## src/rtl/phy_mgmt_pkg.sv

```systemverilog
// Package: shared constants for the PHY management register model.
// Assumes 16-bit management data words.
package phy_mgmt_pkg;
    localparam int unsigned DATA_W       = 16;
    localparam int unsigned REG_CONTROL  = 0;
    localparam int unsigned REG_STATUS   = 1;
    localparam int unsigned REG_IDHI     = 2;
    localparam int unsigned REG_IDLO     = 3;
    localparam int unsigned REG_ADVERT   = 4;
    localparam int unsigned REG_PARTNER  = 5;
    localparam int unsigned SOFTRST_BIT  = 15;
    localparam int unsigned LINK_BIT     = 2;
    localparam logic [DATA_W-1:0] CONTROL_DEF = 16'h3100;
    localparam logic [DATA_W-1:0] STATUS_BASE = 16'h7848;
    localparam logic [DATA_W-1:0] ADVERT_DEF  = 16'h01E1;
    localparam logic [DATA_W-1:0] PARTNER_UP  = 16'h01E1;
    localparam logic [DATA_W-1:0] PARTNER_DN  = 16'h0080;
    localparam logic [DATA_W-1:0] ID_HI_VAL   = 16'h0000;
    localparam logic [DATA_W-1:0] ID_LO_VAL   = 16'h8201;
    localparam logic [DATA_W-1:0] ABSENT_VAL  = 16'hFFFF;
endpackage

```

## src/rtl/phy_target_reg.sv

```systemverilog
// Module: holds the management target (PHY address, register index) and
// reports whether the address matches this PHY. Assumes synchronous reset.
module phy_target_reg #(
    parameter int unsigned ADDR_W   = 8,
    parameter int unsigned IDX_W    = 8,
    parameter int unsigned PHY_ADDR = 1
) (
    input  logic                    clk,
    input  logic                    rst_n,
    input  logic                    load,
    input  logic [ADDR_W+IDX_W-1:0] word,
    output logic                    hit,
    output logic [IDX_W-1:0]        idx
);
    logic [ADDR_W-1:0] addr_q;
    logic [IDX_W-1:0]  idx_q;

    // Capture the target word on a load strobe.
    always_ff @(posedge clk) begin
        if (!rst_n) begin
            addr_q <= '0;
            idx_q  <= '0;
        end else if (load) begin
            addr_q <= word[ADDR_W+IDX_W-1:IDX_W];
            idx_q  <= word[IDX_W-1:0];
        end
    end

    // Address match against the one PHY address this model answers at.
    always_comb begin
        hit = (addr_q == ADDR_W'(PHY_ADDR));
        idx = idx_q;
    end
endmodule

```

## src/rtl/phy_ctrl_bank.sv

```systemverilog
// Module: the writable control and advertisement registers, including the
// soft reset carried by the control register's top bit.
// Assumes wr_en is already qualified by an address match.
module phy_ctrl_bank
    import phy_mgmt_pkg::*;
#(
    parameter int unsigned IDX_W = 8
) (
    input  logic              clk,
    input  logic              rst_n,
    input  logic              wr_en,
    input  logic [IDX_W-1:0]  idx,
    input  logic [DATA_W-1:0] wr_data,
    output logic [DATA_W-1:0] control,
    output logic [DATA_W-1:0] advert
);
    logic to_control;
    logic to_advert;
    logic soft_rst;

    // Decode which writable register a strobe targets.
    always_comb begin
        to_control = wr_en && (idx == IDX_W'(REG_CONTROL));
        to_advert  = wr_en && (idx == IDX_W'(REG_ADVERT));
        soft_rst   = to_control && wr_data[SOFTRST_BIT];
    end

    // Register update: reset defaults, soft reset, or store as written.
    always_ff @(posedge clk) begin
        if (!rst_n || soft_rst) begin
            control <= CONTROL_DEF;
            advert  <= ADVERT_DEF;
        end else begin
            if (to_control) control <= wr_data;
            if (to_advert)  advert  <= wr_data;
        end
    end
endmodule

```

## src/rtl/phy_link_track.sv

```systemverilog
// Module: samples the external link level and derives the status word and
// link-partner ability word from it. Assumes link_in is synchronous.
module phy_link_track
    import phy_mgmt_pkg::*;
(
    input  logic              clk,
    input  logic              rst_n,
    input  logic              link_in,
    output logic [DATA_W-1:0] status,
    output logic [DATA_W-1:0] partner
);
    logic link_q;

    // Sample the link level once per clock.
    always_ff @(posedge clk) begin
        if (!rst_n) link_q <= 1'b0;
        else        link_q <= link_in;
    end

    // Build status and partner words from the sampled link.
    always_comb begin
        status           = STATUS_BASE;
        status[LINK_BIT] = link_q;
        partner          = link_q ? PARTNER_UP : PARTNER_DN;
    end
endmodule

```

## src/rtl/phy_mgmt_regs.sv

```systemverilog
// Module: top of the PHY management register model. Ties the target
// register, writable bank and link tracker together and selects read data.
// Assumes a single PHY at address PHY_ADDR; read data is combinational.
module phy_mgmt_regs
    import phy_mgmt_pkg::*;
#(
    parameter int unsigned ADDR_W   = 8,
    parameter int unsigned IDX_W    = 8,
    parameter int unsigned PHY_ADDR = 1
) (
    input  logic                    clk,
    input  logic                    rst_n,
    input  logic                    tgt_load,
    input  logic [ADDR_W+IDX_W-1:0] tgt_word,
    input  logic                    wr_en,
    input  logic [DATA_W-1:0]       wr_data,
    input  logic                    link_up,
    output logic [DATA_W-1:0]       rd_data
);
    logic              sel_hit;
    logic [IDX_W-1:0]  sel_idx;
    logic              bank_we;
    logic [DATA_W-1:0] control;
    logic [DATA_W-1:0] advert;
    logic [DATA_W-1:0] status;
    logic [DATA_W-1:0] partner;

    phy_target_reg #(.ADDR_W(ADDR_W), .IDX_W(IDX_W), .PHY_ADDR(PHY_ADDR)) u_tgt (
        .clk(clk), .rst_n(rst_n), .load(tgt_load), .word(tgt_word),
        .hit(sel_hit), .idx(sel_idx)
    );

    // Writes only reach the bank when the held target names this PHY.
    always_comb bank_we = wr_en && sel_hit;

    phy_ctrl_bank #(.IDX_W(IDX_W)) u_bank (
        .clk(clk), .rst_n(rst_n), .wr_en(bank_we), .idx(sel_idx),
        .wr_data(wr_data), .control(control), .advert(advert)
    );

    phy_link_track u_link (
        .clk(clk), .rst_n(rst_n), .link_in(link_up),
        .status(status), .partner(partner)
    );

    // Read multiplexer over the selected register.
    always_comb begin
        if (!sel_hit) begin
            rd_data = ABSENT_VAL;
        end else begin
            unique case (sel_idx)
                IDX_W'(REG_CONTROL): rd_data = control;
                IDX_W'(REG_STATUS):  rd_data = status;
                IDX_W'(REG_IDHI):    rd_data = ID_HI_VAL;
                IDX_W'(REG_IDLO):    rd_data = ID_LO_VAL;
                IDX_W'(REG_ADVERT):  rd_data = advert;
                IDX_W'(REG_PARTNER): rd_data = partner;
                default:             rd_data = '0;
            endcase
        end
    end
endmodule

```

## config.mk

```make
export PLATFORM = sky130hd
export DESIGN_NAME = phy_mgmt_regs
export DESIGN_NICKNAME = d
export VERILOG_FILES = /design/src/rtl/phy_mgmt_pkg.sv /design/src/rtl/phy_target_reg.sv /design/src/rtl/phy_ctrl_bank.sv /design/src/rtl/phy_link_track.sv /design/src/rtl/phy_mgmt_regs.sv
export SDC_FILE = /design/constraint.sdc
export NUM_CORES = 1
export LEC_CHECK = 0
export ABC_AREA = 1
export ABC_CLOCK_PERIOD_IN_PS = 1700
export BUFFER_PORTS_ARGS = -buffer_cell sky130_fd_sc_hd__buf_2
export CAP_MARGIN = 20
export CORE_ASPECT_RATIO = 1.1
export CORE_UTILIZATION = 55
export CTS_BUF_LIST = sky130_fd_sc_hd__clkbuf_4 sky130_fd_sc_hd__clkbuf_8
export CTS_CLUSTER_DIAMETER = 40
export DETAILED_ROUTE_END_ITERATION = 7
export GPL_TIMING_DRIVEN = 1
export PLACE_DENSITY = 0.82
export SLEW_MARGIN = 5
export SYNTH_ARGS = -nofsm -noshare
export SYNTH_HDL_FRONTEND = slang
export SYNTH_SLANG_ARGS = --single-unit
```

## constraint.sdc

```tcl
create_clock -name clk -period 1.7 [get_ports clk]
set_input_delay 0.17 -clock clk [delete_from_list [all_inputs] [get_ports clk]]
set_output_delay 0.17 -clock clk [all_outputs]
set_load 0.05 [all_outputs]
```

# After elaboration in Yosys (flattened, before gate mapping)
# Cells that the tools add are included.
[op_classes]
n_mul = 0
addsub = 0
eq_ne = 5
div_mod_pow = 0
n_shift = 0
n_reduce_logical = 7
magnitude_cmp = 0
bitwise_logic = 0
mux = 3
[op_table]
columns = ["op", "count"]
rows = [
  ["$pmux W16 S5", 1],
  ["$eq A8 B1 Y1 const B", 2],
  ["$eq A8 B3 Y1 const B", 2],
  ["$mux W16", 1],
  ["$mux W9", 1],
  ["$eq A8 B2 Y1 const B", 1],
  ["$logic_not A8 Y1", 1],
  ["$logic_and A1 B1 Y1", 4],
  ["$logic_not A1 Y1", 1],
  ["$logic_or A1 B1 Y1", 1],
]
[totals]
latch_bits = 0
memories = 0
rom_bits = 0
mem_bits_rw = 0
word_cells = 20
in_bits = 37
regBits = 49
output_inout_bits = 16

# Depth between registers and ports, before layout
[depth]
depth_word = 5
mapped_depth = 9
depth_no_buf = 8

# Cells and area by module
# Synthesis repeated with hierarchy kept, for this count alone.
[hier_totals]
cells_unflattened = 438
area_unflattened_um2 = 2874.0
[by_module_without_submodules]
columns = ["module", "cells_each", "seq_area_each_um2", "instances", "area_per_inst_um2"]
rows = [
  ["phy_ctrl_bank", 161, 640.6, 1, 1249.9],
  ["phy_mgmt_regs", 164, 0.0, 1, 770.7],
  ["phy_target_reg", 76, 320.3, 1, 578.1],
  ["phy_link_track", 37, 20.0, 1, 275.3],
]

# Least setup slack after synthesis
# No wires, ideal clock.
[synth_timing]
path_type = "register to output"
startpoint = "register u_tgt.addr_q[6]"
endpoint = "output port rd_data[10]"
arrival_time_ns = 1.417
n_path_buf = 2
path_slack_ns = 0.113
stages_incl_launch_ff = 7
required_ns = 1.530
cell_sequence = "dfxtp_1 -> nor2_1 -> nand2_1 -> nor2_2 -> buf_4 -> buf_2 -> nand3_1"
[synth_via]
elab_chain_cells = 2
[synth_lines]
columns = ["element", "line", "text"]
rows = [
  ["from (decl)", "phy_target_reg.sv:15", "logic [ADDR_W-1:0] addr_q;"],
  ["from (signal assigned)", "phy_target_reg.sv:24", "addr_q <= word[ADDR_W+IDX_W-1:IDX_W];"],
  ["$eq A8 B1 Y1", "phy_target_reg.sv:31", "hit = (addr_q == ADDR_W'(PHY_ADDR));"],
  ["$mux W16", "phy_mgmt_regs.sv:48", "if (!sel_hit) begin"],
  ["to (decl)", "phy_mgmt_regs.sv:18", "output logic [DATA_W-1:0] rd_data"],
]
# Every way passes these cells.

# Final worst setup path
[layout_timing]
startpoint = "register u_tgt.idx_q[2], in the netlist u_tgt.idx[2]"
endpoint = "output port rd_data[2]"
[layout_via]
elab_chain_cells = 3
[layout_lines]
columns = ["element", "line", "text"]
rows = [
  ["from (decl)", "phy_target_reg.sv:16", "logic [IDX_W-1:0] idx_q;"],
  ["from (signal assigned)", "phy_target_reg.sv:25", "idx_q <= word[IDX_W-1:0];"],
  ["$eq A8 B3 Y1, or another cell as far along", "phy_mgmt_regs.sv:51", "unique case (sel_idx)"],
  ["$pmux W16 S5 (*)", "phy_mgmt_regs.sv:51", ""],
  ["$mux W16 (*)", "phy_mgmt_regs.sv:48", ""],
]
# Mark *: on every way between the ends. The rest lies on a longest branch, timed or not.

==> flow_metrics.py <==
metrics = {
    "detailed_routing": {
        "route.detailed.drc": 0,
        "drt_iter0_markers": 266,
        "drt-total-wl_um": 5589,
        "dr.pass1.iters": 4,
        "via_count": 2292,
        "viasPerCell": 5.536,
        "ant_nets": 0,
        "wl_per_cell_um": 13.50,
    },
    "worst_setup_path": {
        "critPathArrivalTime_ps": 1570,
        "critical_path.max_stage_delay_ps": 370,
        "worstSetupEndpointType": "primary output",
        "crit_buf_inv": 3,
        "critPathSlowestCell": "dfxtp_2",
        "worst_path_most_repeated_cell": "nand2_1",
        "critPathMaxFanout": 10,
        "cp_cell_sequence": "inv_2 -> nor2_2 -> nand2_1 -> nor2_4 -> buf_8 -> nand2_1 -> nand4_1 -> buf_6",
        "critical-path-top-delay-family": "simple AND/OR/NAND/NOR gates",
        "worstSetupPathType": "reg -> out",
        "worst_setup_path_start_kind": "flip-flop",
        "worstPathRequired_ps": 1530,
    },
    "floorplanning": {
        "dieArea_sq_um": 4231,
        "io_pins": 53,
        "die_w_um": 62.11,
        "dieHeight_um": 68.12,
        "initial_utilization_pct": 58.88,
        "rows": 23,
        "design.core.area_sq_um": 3712,
    },
    "pwr": {
        "cell_internal_pwr_uw": 1794,
        "p_leak_uw": 0.001166,
        "p_per_area_nw_per_um2": 833.2,
        "ir_drop_mv": 0.5622,
        "p_switching_uw": 617.2,
        "p_comb_share_pct": 14.6,
        "clkPwrFrac_pct": 35.8,
        "swShare_pct": 25.60,
        "pwr-share-seq_pct": 49.6,
    },
    "synth": {
        "synth_compound_area_share_pct": 13.51,
        "synth_top_family_by_area": "simple AND/OR/NAND/NOR gates",
        "synth_top_area_share_pct": 44.88,
        "yosysSeqAreaShare_pct": 44.88,
        "synth-seq-cells": 49,
        "yosys-mux-area-fraction_pct": 0,
        "synth_xor_area_share_pct": 0,
        "syn-instance-count": 301,
        "ys.flop_type": "dfxtp_1",
        "synth-simple-area-share_pct": 33.26,
        "syn_avg_cell_area_sq_um": 7.262,
        "synth_fa_ha_area_share_pct": 0,
        "synthTopCellsByArea": "dfxtp_1 (45%), nand2_1 (12%), nand4_1 (8.6%)",
        "synth_cell_types": 21,
        "synth_area_sq_um": 2186,
        "yosysWarnings": 0,
        "synth_edf_count": 0,
        "yosys.area.top_type": "dfxtp_1",
        "async_reset_ff_share_pct": 0,
        "synth_nets": 338,
    },
    "final_layout": {
        "layout_commonest_cell": "nand2_1",
        "drive_above_1_share_pct": 27.75,
        "design_area_sq_um": 2894,
        "num_antenna_cells": 0,
        "area_delta_synth_final_pct": 32.40,
        "n_fill_cell": 267,
        "final_util_pct": 77.96,
        "seq_area_sq_um": 983.4,
        "multi_input_area_sq_um": 1060,
        "finalNetCount": 400,
        "mostFrequentLayoutCells": "nand2_1 (67), dfxtp_1 (47), buf_2 (36)",
    },
    "cts": {
        "ctsHoldBuffers": 0,
        "clk_path_buf_depth": 2,
        "cts_sinks": 49,
        "cts_buffers": 5,
        "path_clk_slew_ps": 80,
        "cts-root-buf": "clkbuf_8",
        "cts_tree": "yes",
        "worst_skew_pair.late_latency_ps": 310,
        "htree_levels": 2,
    },
    "hold_path": {
        "hold_path.class": "in -> reg",
    },
    "timing": {
        "period_minus_slack_ps": 1741,
        "fmax_mhz": 574.3,
        "finalCritPeriodShare_pct": 102.4,
        "rsz0062_at_grt": "true",
        "slew_headroom_pct": 77.61,
        "fin_worst_skew_ps": 12.84,
        "setup_slack_ps": -41.28,
        "worst_slew_pin_slew_ps": 333.8,
        "slew_violations": 0,
        "final-hold-violation-count": 0,
        "setup_violations": 12,
    },
    "placed_design": {
        "gp_congestion": 0.7806,
        "hpwl_um": 3435,
        "portBuffers": 52,
        "place_area_sq_um": 2492,
    },
    "global_routing": {
        "antenna_found_initial": 0,
        "grt_overflow": 0,
        "grt_max_degree": 20,
        "grt_pass1_wl_um": 8493,
        "grt_pass1_vias": 1911,
        "track_usage_pct": 25.69,
    },
    "status": {
        "status": "complete, but fails checks",
        "violations": "setup timing",
    },
    "run": {
        "drv_cap": 0,
    },
}
-- cells by family (layout without fill, tap and decap cells) --
family,after synthesis,count (layout)
buf+inv,36,99
simple gates,157,157
flops,49,49
compound gates,59,59
-- power groups by stage --
| stage | Sequential (uW) | Clock [uW] | Combinational, uW |
|---|---|---|---|
| detailed placement | 1220 | 0 | 283 |
| CTS | 1200 | 880 | 329 |
| finish | 1200 | 863 | 353 |
| floorplan | 1210 | 0 | 195 |
| global route | 1200 | 930 | 379 |
| global placement | 1220 | 0 | 280 |
-- per-layer routing --
metal	track usage (%)	vias up	part of all wire, %	wire [um]
li1	-	1140	-	-
met1	30.81	1038	42	2372
met2	43.96	98	48	2663
met3	6.833	16	7.3	410
met4	11.34	0	2.6	143
met5	0	-	0	0
-- cell usage after synthesis (3+ instances only) --
cell / instances
a21oi_1: 35
clkbuf_1: 6
nor2_2: 3
o21ai_0: 18
nand2_1: 68
nand4_1: 30
dfxtp_1: 49
buf_4: 3
o21ai_1: 6
nor2_1: 34
nand3_1: 14
buf_2: 8
inv_1: 14
-- state kept, by name, summed over array words and instances, names as in the netlist --
register and count:
u_bank.control 16, u_tgt.idx 8, u_bank.advert 16, u_link.link_q 1, u_tgt.addr_q 8
-- worst min-delay path: stages --
cell,delay (ps)
buf_2,80
nand2_1,40
inv_1,40
-- stage by stage --
stage	instances	hold slack [ps]	total power [uW]	TNS (ps)	setup slack, ps
after global placement	395	359.9	1497	0	158.2
after global routing	414	59.41	2507	-1582	-120.6
after CTS	408	50.55	2404	-37.77	-20.84
after detailed placement	395	366.9	1502	0	115.5
after floorplan	301	267.6	1409	0	113.0
final	414	63.52	2411	-230.5	-41.28
-- worst paths after layout --
path / start / to / slack, ps / cells after the start
worst max-delay path: u_tgt.idx[2]$_SDFFE_PN0P_ / rd_data[2] / -40 / 8
worst min-delay path: link_up / u_link.link_q$_SDFF_PN0_ / 60 / 3
worst max register to register: u_tgt.idx[0]$_SDFFE_PN0P_ / u_bank.advert[7]$_SDFFE_PP1P_ / 130 / 8
worst min register to register: u_bank.advert[3]$_SDFFE_PP0P_ / u_bank.advert[3]$_SDFFE_PP0P_ / 460 / 2
-- area by class of cell --
cell class                 instances  area share [%]
clock buffer                       6           2.853
sequential                        49           33.98
timing repair buffer              76           21.01
multi-input combinational        216           36.62
inverter                          15           2.075
clock inverter                     2           1.297
tap                               50           2.162
-- timing repair --
item	CTS	global route
setup buffers	4	6
gates cloned	1	0
gates resized for setup	47	6
endpoints found under the setup margin	16	21
pin swaps	2	4
No activity file was read; power rests on OpenSTA's default activity.
